File: config.mk
export PLATFORM = sky130hd
export DESIGN_NAME = paged_bus_decoder
export DESIGN_NICKNAME = d
export VERILOG_FILES = /design/src/rtl/pbd_pkg.sv /design/src/rtl/pbd_region.sv /design/src/rtl/pbd_route.sv /design/src/rtl/pbd_select.sv /design/src/rtl/paged_bus_decoder.sv
export SDC_FILE = /design/constraint.sdc
export NUM_CORES = 1
export LEC_CHECK = 0
export CELL_PAD_IN_SITES_DETAIL_PLACEMENT = 0
export CELL_PAD_IN_SITES_GLOBAL_PLACEMENT = 2
export CORE_AREA = 2 2 78 80
export DETAILED_ROUTE_END_ITERATION = 10
export DIE_AREA = 0 0 80 82
export GPL_TIMING_DRIVEN = 0
export HOLD_SLACK_MARGIN = 0.05
export PLACE_DENSITY = 0.71
export SETUP_SLACK_MARGIN = 0.02
export SYNTH_ARGS = -nofsm -noshare
export SYNTH_HDL_FRONTEND = slang
export SYNTH_SLANG_ARGS = --single-unit
export TNS_END_PERCENT = 10
File: constraint.sdc
create_clock -name clk -period 2.7 [get_ports clk]
set_input_delay 0.81 -clock clk [delete_from_list [all_inputs] [get_ports clk]]
set_output_delay 0.81 -clock clk [all_outputs]
set_load 0.01 [all_outputs]
File: src/rtl/pbd_pkg.sv
package pbd_pkg;

    localparam int BANK_W       = 4;
    localparam int NUM_PAGE_WIN = 3;

    typedef enum logic [2:0] {
        RG_LOW_FIXED,
        RG_PAGE_WIN,
        RG_BANKED,
        RG_IO,
        RG_ROM
    } region_e;

    typedef enum logic [2:0] {
        TG_NONE,
        TG_RAM,
        TG_ROM,
        TG_IO,
        TG_SLOT
    } target_e;

    typedef struct packed {
        logic [NUM_PAGE_WIN-1:0] page_en;
        logic                    shadow;
        logic                    wr_under;
    } memctl_t;

    typedef struct packed {
        target_e           kind;
        logic [BANK_W-1:0] bank;
    } route_t;

    localparam route_t ROUTE_NONE = '{kind: TG_NONE, bank: '0};
    localparam route_t ROUTE_RAM0 = '{kind: TG_RAM,  bank: '0};

    // Map a bank number onto the kind of device that owns it.
    function automatic route_t route_bank(input logic [BANK_W-1:0] bank,
                                          input int num_ram,
                                          input int slot_base,
                                          input int num_slots);
        route_t r;
        r.bank = bank;
        if (int'(bank) < num_ram)
            r.kind = TG_RAM;
        else if (int'(bank) >= slot_base && int'(bank) < slot_base + num_slots)
            r.kind = TG_SLOT;
        else
            r.kind = TG_ROM;
        return r;
    endfunction

endpackage

File: src/rtl/pbd_region.sv
module pbd_region
    import pbd_pkg::*;
#(
    parameter int ADDR_W = 16
) (
    input  logic [ADDR_W-1:0] addr,
    output region_e           region,
    output logic [1:0]        win_idx
);
    localparam int TOP_LO = ADDR_W - 4;
    localparam int MID_LO = ADDR_W - 8;
    localparam logic [3:0] IO_TOP   = 4'hC;
    localparam logic [3:0] LAST_WIN = 4'(NUM_PAGE_WIN);

    logic [3:0] top_nib;
    logic [3:0] mid_nib;

    assign top_nib = addr[ADDR_W-1:TOP_LO];
    assign mid_nib = addr[TOP_LO-1:MID_LO];

    always_comb begin
        win_idx = '0;
        if (top_nib == 4'h0) begin
            region = RG_LOW_FIXED;
        end else if (top_nib <= LAST_WIN) begin
            region  = RG_PAGE_WIN;
            win_idx = 2'(top_nib - 4'd1);
        end else if (top_nib < IO_TOP) begin
            region = RG_BANKED;
        end else if (top_nib == IO_TOP) begin
            region = (mid_nib == 4'h0) ? RG_IO : RG_BANKED;
        end else begin
            region = RG_ROM;
        end
    end

endmodule

File: src/rtl/pbd_route.sv
module pbd_route
    import pbd_pkg::*;
#(
    parameter int NUM_RAM_BANKS = 8,
    parameter int SLOT_BASE     = 8,
    parameter int NUM_SLOTS     = 6
) (
    input  region_e           region,
    input  logic [1:0]        win_idx,
    input  logic [BANK_W-1:0] bank,
    input  memctl_t           ctl,
    input  logic              rnw,
    output route_t            route
);
    logic win_follows;
    logic [NUM_PAGE_WIN-1:0] win_mask;

    assign win_mask    = NUM_PAGE_WIN'(1) << win_idx;
    assign win_follows = |(ctl.page_en & win_mask);

    always_comb begin
        route = ROUTE_NONE;
        unique case (region)
            RG_LOW_FIXED: route = ROUTE_RAM0;
            RG_PAGE_WIN: begin
                if (win_follows)
                    route = route_bank(bank, NUM_RAM_BANKS, SLOT_BASE, NUM_SLOTS);
                else
                    route = ROUTE_RAM0;
            end
            RG_BANKED: route = route_bank(bank, NUM_RAM_BANKS, SLOT_BASE, NUM_SLOTS);
            RG_IO:     route = '{kind: TG_IO, bank: '0};
            RG_ROM: begin
                if (ctl.shadow)
                    route = ROUTE_RAM0;
                else if (rnw)
                    route = '{kind: TG_ROM, bank: '0};
                else if (ctl.wr_under)
                    route = ROUTE_RAM0;
                else
                    route = ROUTE_NONE;
            end
            default: route = ROUTE_NONE;
        endcase
    end

endmodule

File: src/rtl/pbd_select.sv
module pbd_select
    import pbd_pkg::*;
#(
    parameter int SLOT_BASE = 8,
    parameter int NUM_SLOTS = 6,
    parameter int GRP_W     = 4,
    localparam int GRP_N    = 1 << GRP_W
) (
    input  logic                 clk,
    input  logic                 rst,
    input  route_t               route,
    input  logic                 phi2,
    input  logic [GRP_W-1:0]     grp,
    output logic                 ram_cs,
    output logic                 rom_cs,
    output logic                 io_cs,
    output logic [NUM_SLOTS-1:0] slot_cs,
    output logic [GRP_N-1:0]     io_grp_sel,
    output logic [BANK_W-1:0]    bank_addr
);
    logic                 ram_d, rom_d, io_d;
    logic [NUM_SLOTS-1:0] slot_d;
    logic [GRP_N-1:0]     grp_d;

    assign ram_d = phi2 && (route.kind == TG_RAM);
    assign rom_d = phi2 && (route.kind == TG_ROM);
    assign io_d  = phi2 && (route.kind == TG_IO);

    for (genvar s = 0; s < NUM_SLOTS; s++) begin : g_slot
        localparam logic [BANK_W-1:0] SLOT_BANK = BANK_W'(SLOT_BASE + s);
        assign slot_d[s] = phi2 && (route.kind == TG_SLOT) && (route.bank == SLOT_BANK);
    end

    for (genvar g = 0; g < GRP_N; g++) begin : g_grp
        assign grp_d[g] = io_d && (grp == GRP_W'(g));
    end

    always_ff @(posedge clk) begin
        if (rst) begin
            ram_cs     <= 1'b0;
            rom_cs     <= 1'b0;
            io_cs      <= 1'b0;
            slot_cs    <= '0;
            io_grp_sel <= '0;
            bank_addr  <= '0;
        end else begin
            ram_cs     <= ram_d;
            rom_cs     <= rom_d;
            io_cs      <= io_d;
            slot_cs    <= slot_d;
            io_grp_sel <= grp_d;
            bank_addr  <= route.bank;
        end
    end

endmodule

File: src/rtl/paged_bus_decoder.sv
module paged_bus_decoder
    import pbd_pkg::*;
#(
    parameter int ADDR_W        = 16,
    parameter int NUM_RAM_BANKS = 8,
    parameter int SLOT_BASE     = 8,
    parameter int NUM_SLOTS     = 6,
    parameter int GRP_W         = 4,
    localparam int GRP_N        = 1 << GRP_W
) (
    input  logic                    clk,
    input  logic                    rst,
    input  logic [ADDR_W-1:0]       cpu_addr,
    input  logic                    cpu_rnw,
    input  logic                    phi2,
    input  logic [BANK_W-1:0]       bank_reg,
    input  logic [NUM_PAGE_WIN-1:0] page_en,
    input  logic                    rom_shadow,
    input  logic                    rom_wr_under,
    output logic                    ram_cs,
    output logic                    rom_cs,
    output logic                    io_cs,
    output logic [NUM_SLOTS-1:0]    slot_cs,
    output logic [GRP_N-1:0]        io_grp_sel,
    output logic [BANK_W-1:0]       bank_addr
);
    region_e    region;
    logic [1:0] win_idx;
    memctl_t    ctl;
    route_t     route;

    assign ctl = '{page_en: page_en, shadow: rom_shadow, wr_under: rom_wr_under};

    pbd_region #(.ADDR_W(ADDR_W)) u_region (
        .addr    (cpu_addr),
        .region  (region),
        .win_idx (win_idx)
    );

    pbd_route #(
        .NUM_RAM_BANKS (NUM_RAM_BANKS),
        .SLOT_BASE     (SLOT_BASE),
        .NUM_SLOTS     (NUM_SLOTS)
    ) u_route (
        .region  (region),
        .win_idx (win_idx),
        .bank    (bank_reg),
        .ctl     (ctl),
        .rnw     (cpu_rnw),
        .route   (route)
    );

    pbd_select #(
        .SLOT_BASE (SLOT_BASE),
        .NUM_SLOTS (NUM_SLOTS),
        .GRP_W     (GRP_W)
    ) u_select (
        .clk        (clk),
        .rst        (rst),
        .route      (route),
        .phi2       (phi2),
        .grp        (cpu_addr[GRP_W+3:4]),
        .ram_cs     (ram_cs),
        .rom_cs     (rom_cs),
        .io_cs      (io_cs),
        .slot_cs    (slot_cs),
        .io_grp_sel (io_grp_sel),
        .bank_addr  (bank_addr)
    );

endmodule

==> flow_results.xml <==
<?xml version="1.0" encoding="UTF-8"?>
<metrics>
  <group name="placed_design">
    <metric name="input_output_buffers" unit="">53</metric>
    <metric name="place.detailed.hpwl" unit="mm">2.25</metric>
    <metric name="detailed_place.area" unit="mm²">0.00168</metric>
    <metric name="place_congestion" unit="">0.787</metric>
  </group>
  <group name="clocking">
    <metric name="ctsLongestPathBuffers" unit="">2</metric>
    <metric name="clock-sinks" unit="">29</metric>
    <metric name="cts-root-buf" unit="">sky130_fd_sc_hd__clkbuf_8</metric>
    <metric name="clkTransAtPathRegs" unit="ns">0.06</metric>
    <metric name="cts.hold.buffers_added" unit="">0</metric>
    <metric name="cts-buffers-inserted" unit="">5</metric>
    <metric name="cts-htree-levels" unit="">2</metric>
    <metric name="clock_tree_from_tritoncts" unit="">built</metric>
  </group>
  <group name="setup_path">
    <metric name="slowest_delay" unit="ns">0.51</metric>
    <metric name="critPathTopFamily" unit="">buffers and inverters</metric>
    <metric name="critPathArrivalTime" unit="ns">2.79</metric>
    <metric name="worstPathMaxFanout" unit="">5</metric>
    <metric name="crit_path_end" unit="">u_select.io_grp_sel[6]</metric>
    <metric name="critical_path_depth" unit="">8</metric>
    <metric name="critical-path-slowest-cell" unit="">sky130_fd_sc_hd__clkdlybuf4s50_1</metric>
    <metric name="worstSetupStartpoint" unit="">page_en[1]</metric>
    <metric name="crit_path_end_kind" unit="">flip-flop</metric>
    <metric name="critical_path.n_buffers_inverters" unit="">3</metric>
    <metric name="crit_type" unit="">input pin to flip-flop</metric>
    <metric name="critical_path_required" unit="ns">2.89</metric>
    <metric name="setup.worst_path.start_class" unit="">input pin</metric>
    <metric name="cell_chain_critical_path" unit="">clkdlybuf4s50_1 &gt; nand2_4 &gt; a2111oi_4 &gt; a22oi_2 &gt; o32a_1 &gt; buf_6 &gt; bufbuf_16 &gt; nor4_4</metric>
  </group>
  <group name="global_route">
    <metric name="grt_first_pass_wirelength" unit="mm">4.80</metric>
    <metric name="first_global_vias" unit="">1050</metric>
    <metric name="maximum_number_of_pins_on_one_net_before_global_route_repair" unit="">11</metric>
    <metric name="antenna_found_initial" unit="">0</metric>
    <metric name="track_usage" unit="">0.0981</metric>
    <metric name="globalRoute.totalOverflow" unit="">0</metric>
  </group>
  <group name="power">
    <metric name="pwr_density_cell" unit="mW/mm²">477</metric>
    <metric name="p_leak" unit="µW">0.000673</metric>
    <metric name="max_ir_drop_vdd" unit="V">0.000192</metric>
  </group>
  <group name="flow_run">
    <metric name="max_cap_violations" unit="">0</metric>
  </group>
  <group name="sta">
    <metric name="period_minus_slack" unit="ns">2.60</metric>
    <metric name="finalSetupViolCount" unit="">0</metric>
    <metric name="setup_repair_after_global_routing_missed_its_margin" unit="">true</metric>
    <metric name="timing.final.max_slew_violations" unit="">0</metric>
    <metric name="final.period_utilization" unit="">0.963</metric>
    <metric name="timing_worst_slew_pin_value" unit="ns">0.336</metric>
    <metric name="hold_violations" unit="">0</metric>
    <metric name="holdWs" unit="ns">1.10</metric>
    <metric name="slew-limit-headroom" unit="">0.774</metric>
    <metric name="fmax" unit="GHz">0.385</metric>
  </group>
  <group name="yosys">
    <metric name="synth_seq_cells" unit="">29</metric>
    <metric name="mappedNetlistNets" unit="">130</metric>
    <metric name="syn_avg_cell_area" unit="µm²">10.4</metric>
    <metric name="syn-cell-area" unit="mm²">0.00104</metric>
    <metric name="synth-warning-count" unit="">0</metric>
    <metric name="synth_cell_types" unit="">28</metric>
    <metric name="postSynthCellCount" unit="">100</metric>
    <metric name="synth-seq-area-share" unit="">0.556</metric>
  </group>
  <group name="worst_hold_path">
    <metric name="hold_path.class" unit="">input pin to flip-flop</metric>
  </group>
  <group name="finish">
    <metric name="cell_area_after_layout" unit="mm²">0.00191</metric>
    <metric name="layout-drive-gt1-share" unit="">0.192</metric>
    <metric name="n_antenna_cell" unit="">0</metric>
    <metric name="finalNetCount" unit="">196</metric>
    <metric name="areaGrowthSynthToFinish" unit="%">83.2</metric>
    <metric name="layout.cells.most_common" unit="">sky130_fd_sc_hd__clkdlybuf4s50_1</metric>
    <metric name="most-common-layout-cells" unit="">sky130_fd_sc_hd__clkdlybuf4s50_1, sky130_fd_sc_hd__dfxtp_1, sky130_fd_sc_hd__nor4_1</metric>
  </group>
  <group name="floorplan">
    <metric name="floorplan.initialDensity" unit="">0.182</metric>
    <metric name="design.core.area" unit="mm²">0.00575</metric>
    <metric name="io_pins" unit="">58</metric>
    <metric name="std_cell_rows" unit="">28</metric>
    <metric name="design.die.area" unit="mm²">0.00656</metric>
    <metric name="fp.dieH" unit="µm">82</metric>
    <metric name="die_width" unit="µm">80</metric>
  </group>
  <group name="route">
    <metric name="post_drt_via_cell_ratio" unit="">4.10</metric>
    <metric name="detailroute.via_count" unit="">992</metric>
    <metric name="detailedRoute.firstPassIterationCount" unit="">4</metric>
    <metric name="detail_route.iter0.violations" unit="">32</metric>
    <metric name="route.antenna.remaining_nets" unit="">0</metric>
    <metric name="post_drt_wl_per_cell" unit="µm">12.4</metric>
    <metric name="drt-total-wl" unit="mm">3.01</metric>
    <metric name="drcViolationCount" unit="">0</metric>
  </group>
  <group name="run_status">
    <metric name="result_of_the_run" unit="">finished clean</metric>
  </group>
</metrics>
-- metrics by stage --
stage               TNS [ns]   util  power (µW)  instances  worst slack (ns)
finish                     0  0.333         912        242            0.0993
global route         -0.0259  0.333         949        242           -0.0130
CTS                        0  0.331         918        242            0.0299
detailed placement    -14.04  0.293         564        228            -0.794
global placement      -13.55  0.293         561        228            -0.685
floorplan                  0      -         496        100            0.0387
-- worst min-delay path, delay by kind of cell --
kind	cells	cell delay [ns]
buffers and inverters	2	0.27
AND/OR/NAND/NOR	2	0.19
AO/OA/AOI/OAI	1	0.08
-- Yosys cell counts --
master	n	share of area
sky130_fd_sc_hd__dfxtp_1	29	0.56
sky130_fd_sc_hd__nor4_1	22	0.13
sky130_fd_sc_hd__inv_1	5	0.018
sky130_fd_sc_hd__nand2b_1	5	0.030
sky130_fd_sc_hd__nand2_1	4	0.014
sky130_fd_sc_hd__nor2_1	4	0.014
sky130_fd_sc_hd__nor2b_1	3	0.018
sky130_fd_sc_hd__nor3_1	3	0.014
sky130_fd_sc_hd__buf_6	2	0.022
sky130_fd_sc_hd__clkbuf_1	2	0.0072
sky130_fd_sc_hd__nor3b_1	2	0.014
sky130_fd_sc_hd__o21ai_0	2	0.0096
sky130_fd_sc_hd__or2_2	2	0.012
sky130_fd_sc_hd__a2111oi_4	1	0.026
sky130_fd_sc_hd__a21boi_0	1	0.0072
sky130_fd_sc_hd__a21oi_1	1	0.0048
sky130_fd_sc_hd__a22oi_2	1	0.012
sky130_fd_sc_hd__and3b_1	1	0.0084
sky130_fd_sc_hd__ha_1	1	0.012
sky130_fd_sc_hd__mux2i_1	1	0.0096
sky130_fd_sc_hd__nand2_2	1	0.0060
sky130_fd_sc_hd__nand3b_1	1	0.0072
sky130_fd_sc_hd__nand4b_1	1	0.0084
sky130_fd_sc_hd__nor4b_1	1	0.0084
sky130_fd_sc_hd__o21ai_1	1	0.0048
sky130_fd_sc_hd__o221ai_1	1	0.0084
sky130_fd_sc_hd__o32a_1	1	0.0096
sky130_fd_sc_hd__or2_1	1	0.0060
-- sequential cells by signal, summed over array words and instances (netlist names) --
signal	count
u_select.slot_cs	6
u_select.bank_addr	4
u_select.io_grp_sel	16
u_select.io_cs	1
u_select.rom_cs	1
u_select.ram_cs	1
-- routing by layer --
layer / GRT usage / vias to the layer above / wire (µm)
li1: - / 498 / -
met1: 0.107 / 450 / 1260
met2: 0.173 / 40 / 1470
met3: 0.0374 / 4 / 227
met4: 0.0356 / 0 / 46
met5: 0 / - / 0
-- how the worst min path moves through the flow --
stage	slack, ns	startpoint	to	depth (start not counted)
2_1_floorplan	0.89	rst	u_select.bank_addr[3]	1
3_3_place_gp	1.45	phi2	u_select.ram_cs	3
3_5_place_dp	1.45	phi2	u_select.ram_cs	3
4_1_cts	1.15	phi2	u_select.ram_cs	3
5_1_grt	1.15	cpu_addr[12]	u_select.bank_addr[0]	5
6_report	1.10	cpu_addr[12]	u_select.bank_addr[1]	5
-- where the power goes --
group / internal, µW / leakage [µW] / switching, µW
Sequential: 434 / 0.000235 / 1.69
Clock: 182 / 0.0000395 / 154
Combinational: 71.3 / 0.000399 / 68.7
Total: 688 / 0.000673 / 224
-- final cells by class --
cell class                 instances  area [µm²]
inverter                           5        18.8
buffer                             4        35.0
sequential                        29         581
tap                               75        93.8
fill                             594        3830
timing repair buffer              59         594
clock buffer                       8        80.1
multi-input combinational         62         512
-- cell families after synthesis --
family | share of synthesized area
mux | 0.00958
compound gates | 0.0826
fa+ha+maj | 0.0120
buf+inv | 0.0467
flops | 0.556
simple gates | 0.293
-- timing repair --
action,in CTS,in global routing
pin swaps,5,1
endpoints found under the setup margin,25,19
resized for setup,18,5
gates cloned,2,0
hold endpoints to repair,0,0
buffers inserted,4,0
Note: power is estimated with default switching activity, not from simulation.
